File: config.mk
export PLATFORM = sky130hd
export DESIGN_NAME = can_bit_timing
export DESIGN_NICKNAME = d
export VERILOG_FILES = /design/src/rtl/cbt_pkg.sv /design/src/rtl/cbt_tq_prescaler.sv /design/src/rtl/cbt_rx_edge.sv /design/src/rtl/cbt_seg_sequencer.sv /design/src/rtl/can_bit_timing.sv
export SDC_FILE = /design/constraint.sdc
export NUM_CORES = 1
export LEC_CHECK = 0
export ABC_AREA = 1
export BUFFER_PORTS_ARGS = -buffer_cell sky130_fd_sc_hd__buf_4
export CORE_UTILIZATION = 55
export CTS_CLUSTER_SIZE = 8
export DETAILED_ROUTE_END_ITERATION = 10
export GPL_ROUTABILITY_DRIVEN = 0
export GPL_TIMING_DRIVEN = 1
export PLACE_DENSITY = 0.78
export SLEW_MARGIN = 20
export SYNTH_ARGS = -nofsm -noshare
export SYNTH_HDL_FRONTEND = slang
export SYNTH_HIERARCHICAL = 1
export SYNTH_SLANG_ARGS = --single-unit
File: constraint.sdc
create_clock -name clk -period 4.95 [get_ports clk]
set_input_delay 0.2475 -clock clk [delete_from_list [all_inputs] [get_ports clk]]
set_output_delay 0.2475 -clock clk [all_outputs]
set_load 0.005 [all_outputs]
File: src/rtl/cbt_pkg.sv
`timescale 1ns/1ps
package cbt_pkg;
  typedef enum logic [1:0] {
    SEG_SYNC = 2'd0,
    SEG_PROP = 2'd1,
    SEG_PH1  = 2'd2,
    SEG_PH2  = 2'd3
  } seg_e;
endpackage

File: src/rtl/cbt_tq_prescaler.sv
`timescale 1ns/1ps
module cbt_tq_prescaler #(
  parameter int BRP_W = 6
) (
  input  logic             clk,
  input  logic             rst,
  input  logic [BRP_W-1:0] cfg_brp,
  output logic             tq_tick
);
  logic [BRP_W-1:0] div_cnt;

  // >= keeps the divider from running away if cfg_brp is lowered mid-count
  assign tq_tick = (div_cnt >= cfg_brp);

  always_ff @(posedge clk) begin
    if (rst)          div_cnt <= '0;
    else if (tq_tick) div_cnt <= '0;
    else              div_cnt <= div_cnt + 1'b1;
  end

  assert_tick_spacing_R1: assert property (@(posedge clk) disable iff (rst)
    (tq_tick && $stable(cfg_brp) && cfg_brp != '0) |=> !tq_tick);
endmodule

File: src/rtl/cbt_rx_edge.sv
`timescale 1ns/1ps
module cbt_rx_edge (
  input  logic clk,
  input  logic rst,
  input  logic tq_tick,
  input  logic rx,
  output logic rx_fall
);
  logic rx_prev;

  always_ff @(posedge clk) begin
    if (rst)          rx_prev <= 1'b1;
    else if (tq_tick) rx_prev <= rx;
  end

  // only recessive (1) to dominant (0) is used, judged on the quantum grid
  assign rx_fall = tq_tick & rx_prev & ~rx;

  assert_fall_leaves_low_R10: assert property (@(posedge clk) disable iff (rst)
    rx_fall |=> !rx_prev);
endmodule

File: src/rtl/cbt_seg_sequencer.sv
`timescale 1ns/1ps
module cbt_seg_sequencer
  import cbt_pkg::*;
#(
  parameter int SEG_W = 3,
  parameter int SJW_W = 2
) (
  input  logic             clk,
  input  logic             rst,
  input  logic             tq_tick,
  input  logic             rx_fall,
  input  logic             rx,
  input  logic             bus_idle,
  input  logic [SEG_W-1:0] cfg_prop,
  input  logic [SEG_W-1:0] cfg_ph1,
  input  logic [SEG_W-1:0] cfg_ph2,
  input  logic [SJW_W-1:0] cfg_sjw,
  output logic             bit_start_stb,
  output logic             sample_stb,
  output logic             sample_bit
);
  localparam int LEN_W = SEG_W + 2;
  localparam int JW_W  = SJW_W + 1;

  seg_e             seg, seg_n;
  logic [LEN_W-1:0] cnt, cnt_n;
  logic [JW_W-1:0]  ext, ext_n;
  logic [JW_W-1:0]  cut, cut_n;
  logic             done, done_n;
  logic             start_n, samp_n, sbit_n;
  logic [LEN_W-1:0] prop_len, ph1_len, ph2_len, ph1_eff, ph2_eff;
  logic [JW_W-1:0]  jw;

  assign prop_len = LEN_W'(cfg_prop) + LEN_W'(1);
  assign ph1_len  = LEN_W'(cfg_ph1) + LEN_W'(1);
  assign ph2_len  = LEN_W'(cfg_ph2) + LEN_W'(1);
  assign jw       = JW_W'(cfg_sjw) + JW_W'(1);

  function automatic logic [JW_W-1:0] clip_jw(input logic [LEN_W-1:0] err,
                                              input logic [JW_W-1:0] lim);
    if (err > LEN_W'(lim)) return lim;
    return JW_W'(err);
  endfunction

  always_comb begin
    seg_n   = seg;
    cnt_n   = cnt;
    ext_n   = ext;
    cut_n   = cut;
    done_n  = done;
    start_n = 1'b0;
    samp_n  = 1'b0;
    sbit_n  = sample_bit;
    ph1_eff = ph1_len + LEN_W'(ext);
    ph2_eff = ph2_len - LEN_W'(cut);
    if (tq_tick) begin
      if (bus_idle && rx_fall) begin
        // hard sync: the quantum just ended was the sync quantum
        seg_n   = SEG_PROP;
        cnt_n   = '0;
        ext_n   = '0;
        cut_n   = '0;
        done_n  = 1'b1;
        start_n = 1'b1;
      end else begin
        if (rx_fall && !done && seg != SEG_SYNC) begin
          done_n = 1'b1;
          if (seg == SEG_PH2)
            cut_n = cut + clip_jw(ph2_len - LEN_W'(1) - cnt, jw);
          else if (seg == SEG_PROP)
            ext_n = clip_jw(cnt + LEN_W'(1), jw);
          else
            ext_n = clip_jw(prop_len + cnt + LEN_W'(1), jw);
        end
        ph1_eff = ph1_len + LEN_W'(ext_n);
        ph2_eff = ph2_len - LEN_W'(cut_n);
        case (seg)
          SEG_SYNC: begin
            seg_n = SEG_PROP;
            cnt_n = '0;
          end
          SEG_PROP: begin
            if (cnt == prop_len - LEN_W'(1)) begin
              seg_n = SEG_PH1;
              cnt_n = '0;
            end else cnt_n = cnt + LEN_W'(1);
          end
          SEG_PH1: begin
            if (cnt == ph1_eff - LEN_W'(1)) begin
              seg_n  = SEG_PH2;
              cnt_n  = '0;
              samp_n = 1'b1;
              sbit_n = rx;
              done_n = 1'b0;
              ext_n  = '0;
            end else cnt_n = cnt + LEN_W'(1);
          end
          default: begin
            if (cnt >= ph2_eff - LEN_W'(1)) begin
              seg_n   = SEG_SYNC;
              cnt_n   = '0;
              cut_n   = '0;
              start_n = 1'b1;
            end else cnt_n = cnt + LEN_W'(1);
          end
        endcase
      end
    end
  end

  always_ff @(posedge clk) begin
    if (rst) begin
      seg           <= SEG_SYNC;
      cnt           <= '0;
      ext           <= '0;
      cut           <= '0;
      done          <= 1'b0;
      bit_start_stb <= 1'b0;
      sample_stb    <= 1'b0;
      sample_bit    <= 1'b1;
    end else begin
      seg           <= seg_n;
      cnt           <= cnt_n;
      ext           <= ext_n;
      cut           <= cut_n;
      done          <= done_n;
      bit_start_stb <= start_n;
      sample_stb    <= samp_n;
      sample_bit    <= sbit_n;
    end
  end

  assert_sync_one_quantum_R2: assert property (@(posedge clk) disable iff (rst)
    (seg == SEG_SYNC) |-> (cnt == '0));
  assert_start_marks_bit_R2: assert property (@(posedge clk) disable iff (rst)
    bit_start_stb |-> (cnt == '0 && (seg == SEG_SYNC || (seg == SEG_PROP && done))));
  assert_sample_enters_ph2_R3: assert property (@(posedge clk) disable iff (rst)
    sample_stb |-> (seg == SEG_PH2 && cnt == '0 && !done));
  assert_sample_single_R3: assert property (@(posedge clk) disable iff (rst)
    sample_stb |=> !sample_stb);
  assert_ext_bounded_R5: assert property (@(posedge clk) disable iff (rst)
    ext <= jw);
  assert_ext_held_R8: assert property (@(posedge clk) disable iff (rst)
    (ext != '0 && seg == SEG_PH1 && !tq_tick) |=> (ext == $past(ext)));
  assert_hard_restart_R9: assert property (@(posedge clk) disable iff (rst)
    (tq_tick && bus_idle && rx_fall) |=> (seg == SEG_PROP && cnt == '0 && bit_start_stb));
endmodule

File: src/rtl/can_bit_timing.sv
`timescale 1ns/1ps
module can_bit_timing #(
  parameter int BRP_W = 6,
  parameter int SEG_W = 3,
  parameter int SJW_W = 2
) (
  input  logic             clk,
  input  logic             rst,
  input  logic [BRP_W-1:0] cfg_brp,
  input  logic [SEG_W-1:0] cfg_prop,
  input  logic [SEG_W-1:0] cfg_ph1,
  input  logic [SEG_W-1:0] cfg_ph2,
  input  logic [SJW_W-1:0] cfg_sjw,
  input  logic             bus_idle,
  input  logic             rx,
  output logic             bit_start_stb,
  output logic             sample_stb,
  output logic             sample_bit
);
  logic tq_tick;
  logic rx_fall;

  cbt_tq_prescaler #(.BRP_W(BRP_W)) u_presc (
    .clk     (clk),
    .rst     (rst),
    .cfg_brp (cfg_brp),
    .tq_tick (tq_tick)
  );

  cbt_rx_edge u_edge (
    .clk     (clk),
    .rst     (rst),
    .tq_tick (tq_tick),
    .rx      (rx),
    .rx_fall (rx_fall)
  );

  cbt_seg_sequencer #(.SEG_W(SEG_W), .SJW_W(SJW_W)) u_seq (
    .clk           (clk),
    .rst           (rst),
    .tq_tick       (tq_tick),
    .rx_fall       (rx_fall),
    .rx            (rx),
    .bus_idle      (bus_idle),
    .cfg_prop      (cfg_prop),
    .cfg_ph1       (cfg_ph1),
    .cfg_ph2       (cfg_ph2),
    .cfg_sjw       (cfg_sjw),
    .bit_start_stb (bit_start_stb),
    .sample_stb    (sample_stb),
    .sample_bit    (sample_bit)
  );

  assert_strobes_apart_R2: assert property (@(posedge clk) disable iff (rst)
    !(bit_start_stb && sample_stb));
endmodule

Yosys cells after proc, flatten, opt, wreduce, memory -nomap -nowiden
Index checks and enable logic that the tools add are counted.
- bits in writable memories: 0
- memories kept: 0
- ROM bits: 0
- latch bits: 0
- logic and storage cells: 117
- register bits: 24
- output and inout port bits: 3
- input bits: 21
- reductions and logical operators: 13
- mux-type cells: 60
- div/mod/pow operators: 0
- multipliers: 0
- order comparisons: 5
- bitwise gates (word level): 6
- eq/ne operators: 7
- shift-type cells: 0
- $add $sub $neg: 16
- operator list (cell ; number):
    $mux W3 ; 25
    $mux W1 ; 25
    $mux W5 ; 4
    $sub A5 B1 Y5 const B ; 4
    $gt A5 B3 Y1 ; 3
    $pmux W5 S3 ; 1
    $add A3 B1 Y4 const B ; 3
    $add A5 B1 Y5 const B ; 2
    $eq A5 B5 Y1 ; 2
    $mux W2 ; 4
    $reduce_and A4 Y1 ; 2
    $add A6 B1 Y6 const B ; 1
    $ge A6 B6 Y1 ; 1
    $pmux W2 S3 ; 1
    $add A5 B3 Y5 ; 1
    $add A5 B5 Y5 ; 1
    $ge A5 B5 Y1 ; 1
    $reduce_bool A5 Y1 ; 1
    $sub A5 B3 Y5 ; 1
    $sub A5 B5 Y5 ; 1
    $eq A2 B2 Y1 const B ; 2
    $not A1 Y1 ; 4
    $reduce_or A2 Y1 ; 2
    $reduce_or A4 Y1 ; 1
    11 further kinds ; 14

Depth between registers and ports, before layout
- depth in word-level cells: 25
- depth in mapped cells: 35
- gate-level depth less buffers: 35

Cells and area by module
Netlist, hierarchy kept.
- modules (own cells, without submodules) (module ; instances ; area an instance (µm²) ; cells an instance ; sequential area each (µm²)):
    cbt_seg_sequencer ; 1 ; 2210.9 ; 322 ; 340.3
    cbt_tq_prescaler ; 1 ; 414.1 ; 58 ; 120.1
    cbt_rx_edge ; 1 ; 47.5 ; 8 ; 20.0

Worst setup path after synthesis
Ideal clock, no wire load.
- path kind: flip-flop to flip-flop
- from: reg u_seq.cnt[0]
- to: reg u_seq.seg[1]
- stages on the path, launching flop included: 32
- slack: 0.011 ns
- path buffers: 0
- library setup time: 0.131 ns
- data arrival time: 4.808 ns
- data required time: 4.819 ns
- path through: dfxtp_1 -> inv_1 -> ha_1 -> inv_1 -> fa_1 -> xnor2_1 -> ha_1 -> nand3b_1 -> nand3_1 -> nand2_1 -> inv_1 -> nor2_4 -> nand2_4 -> o21ai_0 -> ha_1 -> inv_1 -> fa_1 -> nand3_1 -> nand3_2 -> nand2_2 -> nand2_1 -> ha_1 -> nand3_1 -> nand3_1 -> xnor2_1 -> ha_1 -> nand2_1 -> o311ai_1 -> o21ai_0 -> nand3b_1 -> o21ai_1 -> nor2_1
- word-level cells in the longest chain between the ends: 22
- ends and longest elaborated chain (element ; line ; source):
    from (decl) ; cbt_seg_sequencer.sv:26 ; logic [LEN_W-1:0] cnt, cnt_n;
    from (signal assigned) ; cbt_seg_sequencer.sv:123 ; cnt <= cnt_n;
    $sub A5 B5 Y5 ; cbt_seg_sequencer.sv:69 ; cut_n = cut + clip_jw(ph2_len - LEN_W'(1) - cnt, jw);
    $gt A5 B3 Y1 ; cbt_seg_sequencer.sv:41 ; if (err > LEN_W'(lim)) return lim;
    $mux W1 ; cbt_seg_sequencer.sv:41 ;
    $mux W1 ; cbt_seg_sequencer.sv:68 ; if (seg == SEG_PH2)
    $mux W1 ; cbt_seg_sequencer.sv:66 ; if (rx_fall && !done && seg != SEG_SYNC) begin
    $mux W1 ; cbt_seg_sequencer.sv:57 ; if (bus_idle && rx_fall) begin
    $mux W1 ; cbt_seg_sequencer.sv:56 ; if (tq_tick) begin
    $mux W3 ; cbt_seg_sequencer.sv:42 ; return JW_W'(err);
    [... 6 more ...] ; -- ;
    $mux W3 ; cbt_seg_sequencer.sv:66 ;
    $mux W3 ; cbt_seg_sequencer.sv:57 ;
    $mux W3 ; cbt_seg_sequencer.sv:56 ;
    $sub A5 B3 Y5 ; cbt_seg_sequencer.sv:76 ; ph2_eff = ph2_len - LEN_W'(cut_n);
    $sub A5 B1 Y5 ; cbt_seg_sequencer.sv:99 ; if (cnt >= ph2_eff - LEN_W'(1)) begin
    $ge A5 B5 Y1 ; cbt_seg_sequencer.sv:99 ;
    $reduce_bool A5 Y1 (no line) ; -- ;
    $reduce_and A4 Y1 (no line) * ; -- ;
    to (signal assigned) ; cbt_seg_sequencer.sv:122 ; seg <= seg_n;
    to (decl) ; cbt_seg_sequencer.sv:25 ; seg_e seg, seg_n;
Every way passes the cells marked *; elsewhere a longest branch is shown, timed or not. The select of a mux whose other input is x is not followed.
A chain may end at the register's enable or synchronous reset.

Worst setup path in the final report
Ends and elaborated chain as after synthesis.

==> impl_metrics.py <==
metrics = {
    "setup_path": {
        "reg2reg_slack_ns": -0.01,
        "crit_slowest_cell": "fa_2",
        "cp-start-kind": "flop",
        "critPathMaxFanout": 5,
        "reg2reg_to": "u_seq/seg[1]",
        "cpMostUsedCell": "ha_4",
        "arrival_ns": 5.13,
        "crit_required_ns": 5.12,
        "end_kind": "flop",
        "rr_worst_depth": 30,
        "r2r_start": "u_seq/cnt[0]",
        "crit_type": "flop to flop",
        "crit_path_start": "u_seq/cnt[0]",
        "cpPeakStageDelay_ns": 0.41,
    },
    "place": {
        "portBuffers": 23,
        "dpl.hpwl_um": 5079,
        "place_area_um2": 3090,
        "dp.cells": 486,
    },
    "global_route": {
        "overflow": 0,
        "grt_max_degree": 17,
        "antenna_found_initial": 0,
        "grt_pass1_vias": 2497,
        "grt_use_total_pct": 26.61,
        "grt_pass1_wl_um": 10920,
    },
    "route": {
        "firstDrtPassIters": 4,
        "viasPerCell": 5.318,
        "avgRoutedWirePerCell_um": 13.57,
        "ant_nets": 0,
        "wl_um": 6705,
        "dr_total_vias": 2627,
        "drtIter0Drc": 171,
        "drc": 0,
    },
    "timing": {
        "worst_slack_ns": -0.01241,
        "fmax_mhz": 201.5,
        "tightest_slew_ns": 0.6057,
        "fin_tns_setup_ns": -0.01241,
        "max_slew_margin_pct": 59.47,
        "finalSetupViolCount": 1,
        "hold_viol": 0,
        "finalMaxSlewViolations": 0,
        "fin_worst_skew_ns": 0.003561,
        "period_minus_slack_ns": 4.962,
        "holdWs_ns": 0.2027,
        "rsz0062_at_grt": "yes",
        "fin_crit_sh_pct": 100.3,
    },
    "power": {
        "vdd_ir_drop_max_v": 0.0001737,
        "p_per_area_nw_per_um2": 184.7,
        "p_leak_uw": 0.001695,
    },
    "synth": {
        "synth_top_family_by_area": "simple AND/OR/NAND/NOR gates",
        "ys_seq_area_share_pct": 17.98,
        "synth.cell_area_um2": 2673,
        "synth_top_area_cell": "ha_1",
        "muxShareOfSynthArea_pct": 0,
        "synthAdderAreaFrac_pct": 24.34,
        "syn_area_per_cell_um2": 6.888,
        "yosys.cell_types.count": 36,
        "synth_warnings": 6,
        "syn_inst": 388,
        "synth_top_area_share_pct": 20.60,
        "synth_xor_area_share_pct": 6.227,
        "synthesis.nets": 458,
        "yosys.area_share.simple_pct": 32.02,
        "synth_compound_area_share_pct": 9.738,
        "synth_seq_cells": 24,
        "ys_top_cells_by_area": "ha_1 (21%), dfxtp_1 (18%), nand2_1 (12%), inv_1 (8.8%), nand3_1 (7.5%)",
    },
    "final_layout": {
        "diodes": 0,
        "nNetsFinal": 513,
        "fillCellCount": 345,
        "synthToLayoutAreaGrowth_pct": 27.72,
        "finalInstanceArea_um2": 3413,
        "drive_gt1_share_pct": 26.70,
        "fin_cells": 494,
    },
    "floorplan": {
        "placementRows": 24,
        "io_pins": 24,
        "die_w_um": 71.71,
        "die_y_um": 71.71,
        "die_area_um2": 5142,
        "core_area_um2": 4504,
        "initial_core_util_pct": 59.33,
    },
    "clocking": {
        "cts_tree": "done",
        "clock_latency_ns": 0.27,
        "cts_buffers": 3,
        "clk_path_buf_depth": 2,
        "path_clk_slew_ns": 0.09,
        "cts.htree.levels": 1,
        "cts_sinks": 24,
        "ctsHoldBuffers": 0,
        "root_buffer": "clkbuf_8",
    },
    "worst_hold_path": {
        "hp-start": "rx",
        "min_path_cells": 3,
        "whs_endpoint": "u_edge/rx_prev",
        "hp-class": "primary input to flop",
    },
    "run_status": {
        "outcome": "finished with violations",
        "violations": "negative setup slack",
    },
    "flow_run": {
        "cap_violations": 0,
    },
}
==> critical path, delay by kind of cell (launching register included) <==
family | cells | cell delay, ns
AOI/OAI and AO/OA | 4 | 0.75
xor gates and xnor gates | 2 | 0.38
adders and majority gates | 7 | 1.84
buffers and inverters | 6 | 0.41
DFF | 1 | 0.34
and+or+nand+nor | 11 | 1.11
==> cell families after synthesis <==
group | count (synthesis)
AOI/OAI and AO/OA | 43
buffers and inverters | 69
DFF | 24
xor gates and xnor gates | 19
adders and majority gates | 49
and+or+nand+nor | 184
==> report_power, final <==
| part | internal [µW] | switching, µW |
|---|---|---|
| Combinational | 116 | 141 |
| Sequential | 197 | 4.20 |
| Clock | 108 | 63.8 |
==> cell usage after synthesis <==
| cell | instances |
|---|---|
| nor2_1 | 24 |
| dfxtp_1 | 24 |
| nand2_2 | 9 |
| nor3_1 | 2 |
| a21oi_1 | 17 |
| xor2_1 | 13 |
| a311oi_1 | 1 |
| o211ai_1 | 1 |
| ha_1 | 44 |
| fa_1 | 5 |
| inv_2 | 3 |
| o21a_1 | 1 |
| or2_2 | 2 |
| or2_1 | 1 |
| o22ai_1 | 1 |
| nand3_1 | 40 |
| nor2_2 | 2 |
| o21ai_1 | 2 |
| and2_1 | 1 |
| nor2_4 | 1 |
| a21o_1 | 1 |
| nand2_4 | 1 |
| o21ai_0 | 9 |
| clkbuf_1 | 2 |
| o31ai_1 | 1 |
| nand3b_1 | 5 |
| a21oi_2 | 6 |
| o311ai_1 | 1 |
| a21boi_1 | 1 |
| xnor2_1 | 6 |
| clkinv_1 | 1 |
| inv_1 | 63 |
| a31oi_1 | 1 |
| nand3_2 | 5 |
| nand4_1 | 4 |
| nand2_1 | 87 |
==> registers in the layout, summed over array words and instances (netlist names) <==
name                 flops
u_presc/div_cnt          6
u_seq/cnt                5
u_seq/cut                3
u_seq/ext                3
u_seq/seg                2
u_edge/rx_prev           1
u_seq/bit_start_stb      1
u_seq/done               1
u_seq/sample_bit         1
u_seq/sample_stb         1
==> worst max path at each step <==
stage / to / slack, ns / cells past startpoint
after floorplan: u_seq/seg[1] / 0.01 / 31
after detailed placement: u_seq/seg[1] / -0.48 / 29
after global routing: u_seq/seg[1] / -0.27 / 31
after global placement: u_seq/seg[1] / -0.37 / 29
after CTS: u_seq/seg[1] / 0.006 / 31
final: u_seq/seg[1] / -0.01 / 30
==> timing repair <==
action / in CTS / in global routing
resized for setup: 18 / 26
buffers inserted: 2 / 3
setup endpoints to repair: 11 / 11
pin swaps: 9 / 23
==> layer usage <==
metal	vias up	wire length (µm)	global-route usage [%]
met1	1206	3151	35.03
met5	-	0	0
met4	0	60	4.357
met3	8	177	2.250
li1	1367	-	-
met2	46	3315	48.01
==> layout by cell type, fill, tap and decap left out, types with 5 or more instances in the layout <==
| cell | synthesis | final |
|---|---|---|
| a21oi_1 | 17 | 15 |
| nand3b_1 | 5 | 5 |
| o21ai_0 | 9 | 5 |
| inv_1 | 63 | 59 |
| nor2_1 | 24 | 24 |
| nand3_1 | 40 | 37 |
| dfxtp_1 | 24 | 23 |
| a21oi_2 | 6 | 8 |
| nand3_2 | 5 | 8 |
| buf_4 | 0 | 51 |
| ha_1 | 44 | 35 |
| xor2_1 | 13 | 13 |
| nand2_2 | 9 | 14 |
| inv_2 | 3 | 5 |
| nand2_1 | 87 | 82 |
| ha_4 | 0 | 8 |
==> cell type report <==
class                           instances  area [µm²]  share of cell area [%]
Clock buffer                            3       41.29                   1.210
Clock inverter                          1       30.03                  0.8798
Inverter                               67       256.5                   7.515
Multi-Input combinational cell        295        2145                   62.83
Sequential cell                        24       481.7                   14.11
Tap cell                               52       65.06                   1.906
Timing Repair Buffer                   52       394.1                   11.55
==> metrics by stage <==
| step | total power [µW] | utilization (%) | setup WS (ns) |
|---|---|---|---|
| floorplan | 349.9 | - | 0.01093 |
| global placement | 407.8 | 68.61 | -0.3650 |
| detailed placement | 414.8 | 68.61 | -0.4774 |
| CTS | 602.7 | 72.28 | 0.005842 |
| global route | 672.5 | 75.78 | -0.2714 |
| finish | 630.3 | 75.78 | -0.01241 |
(Power assumes the default switching activity.)
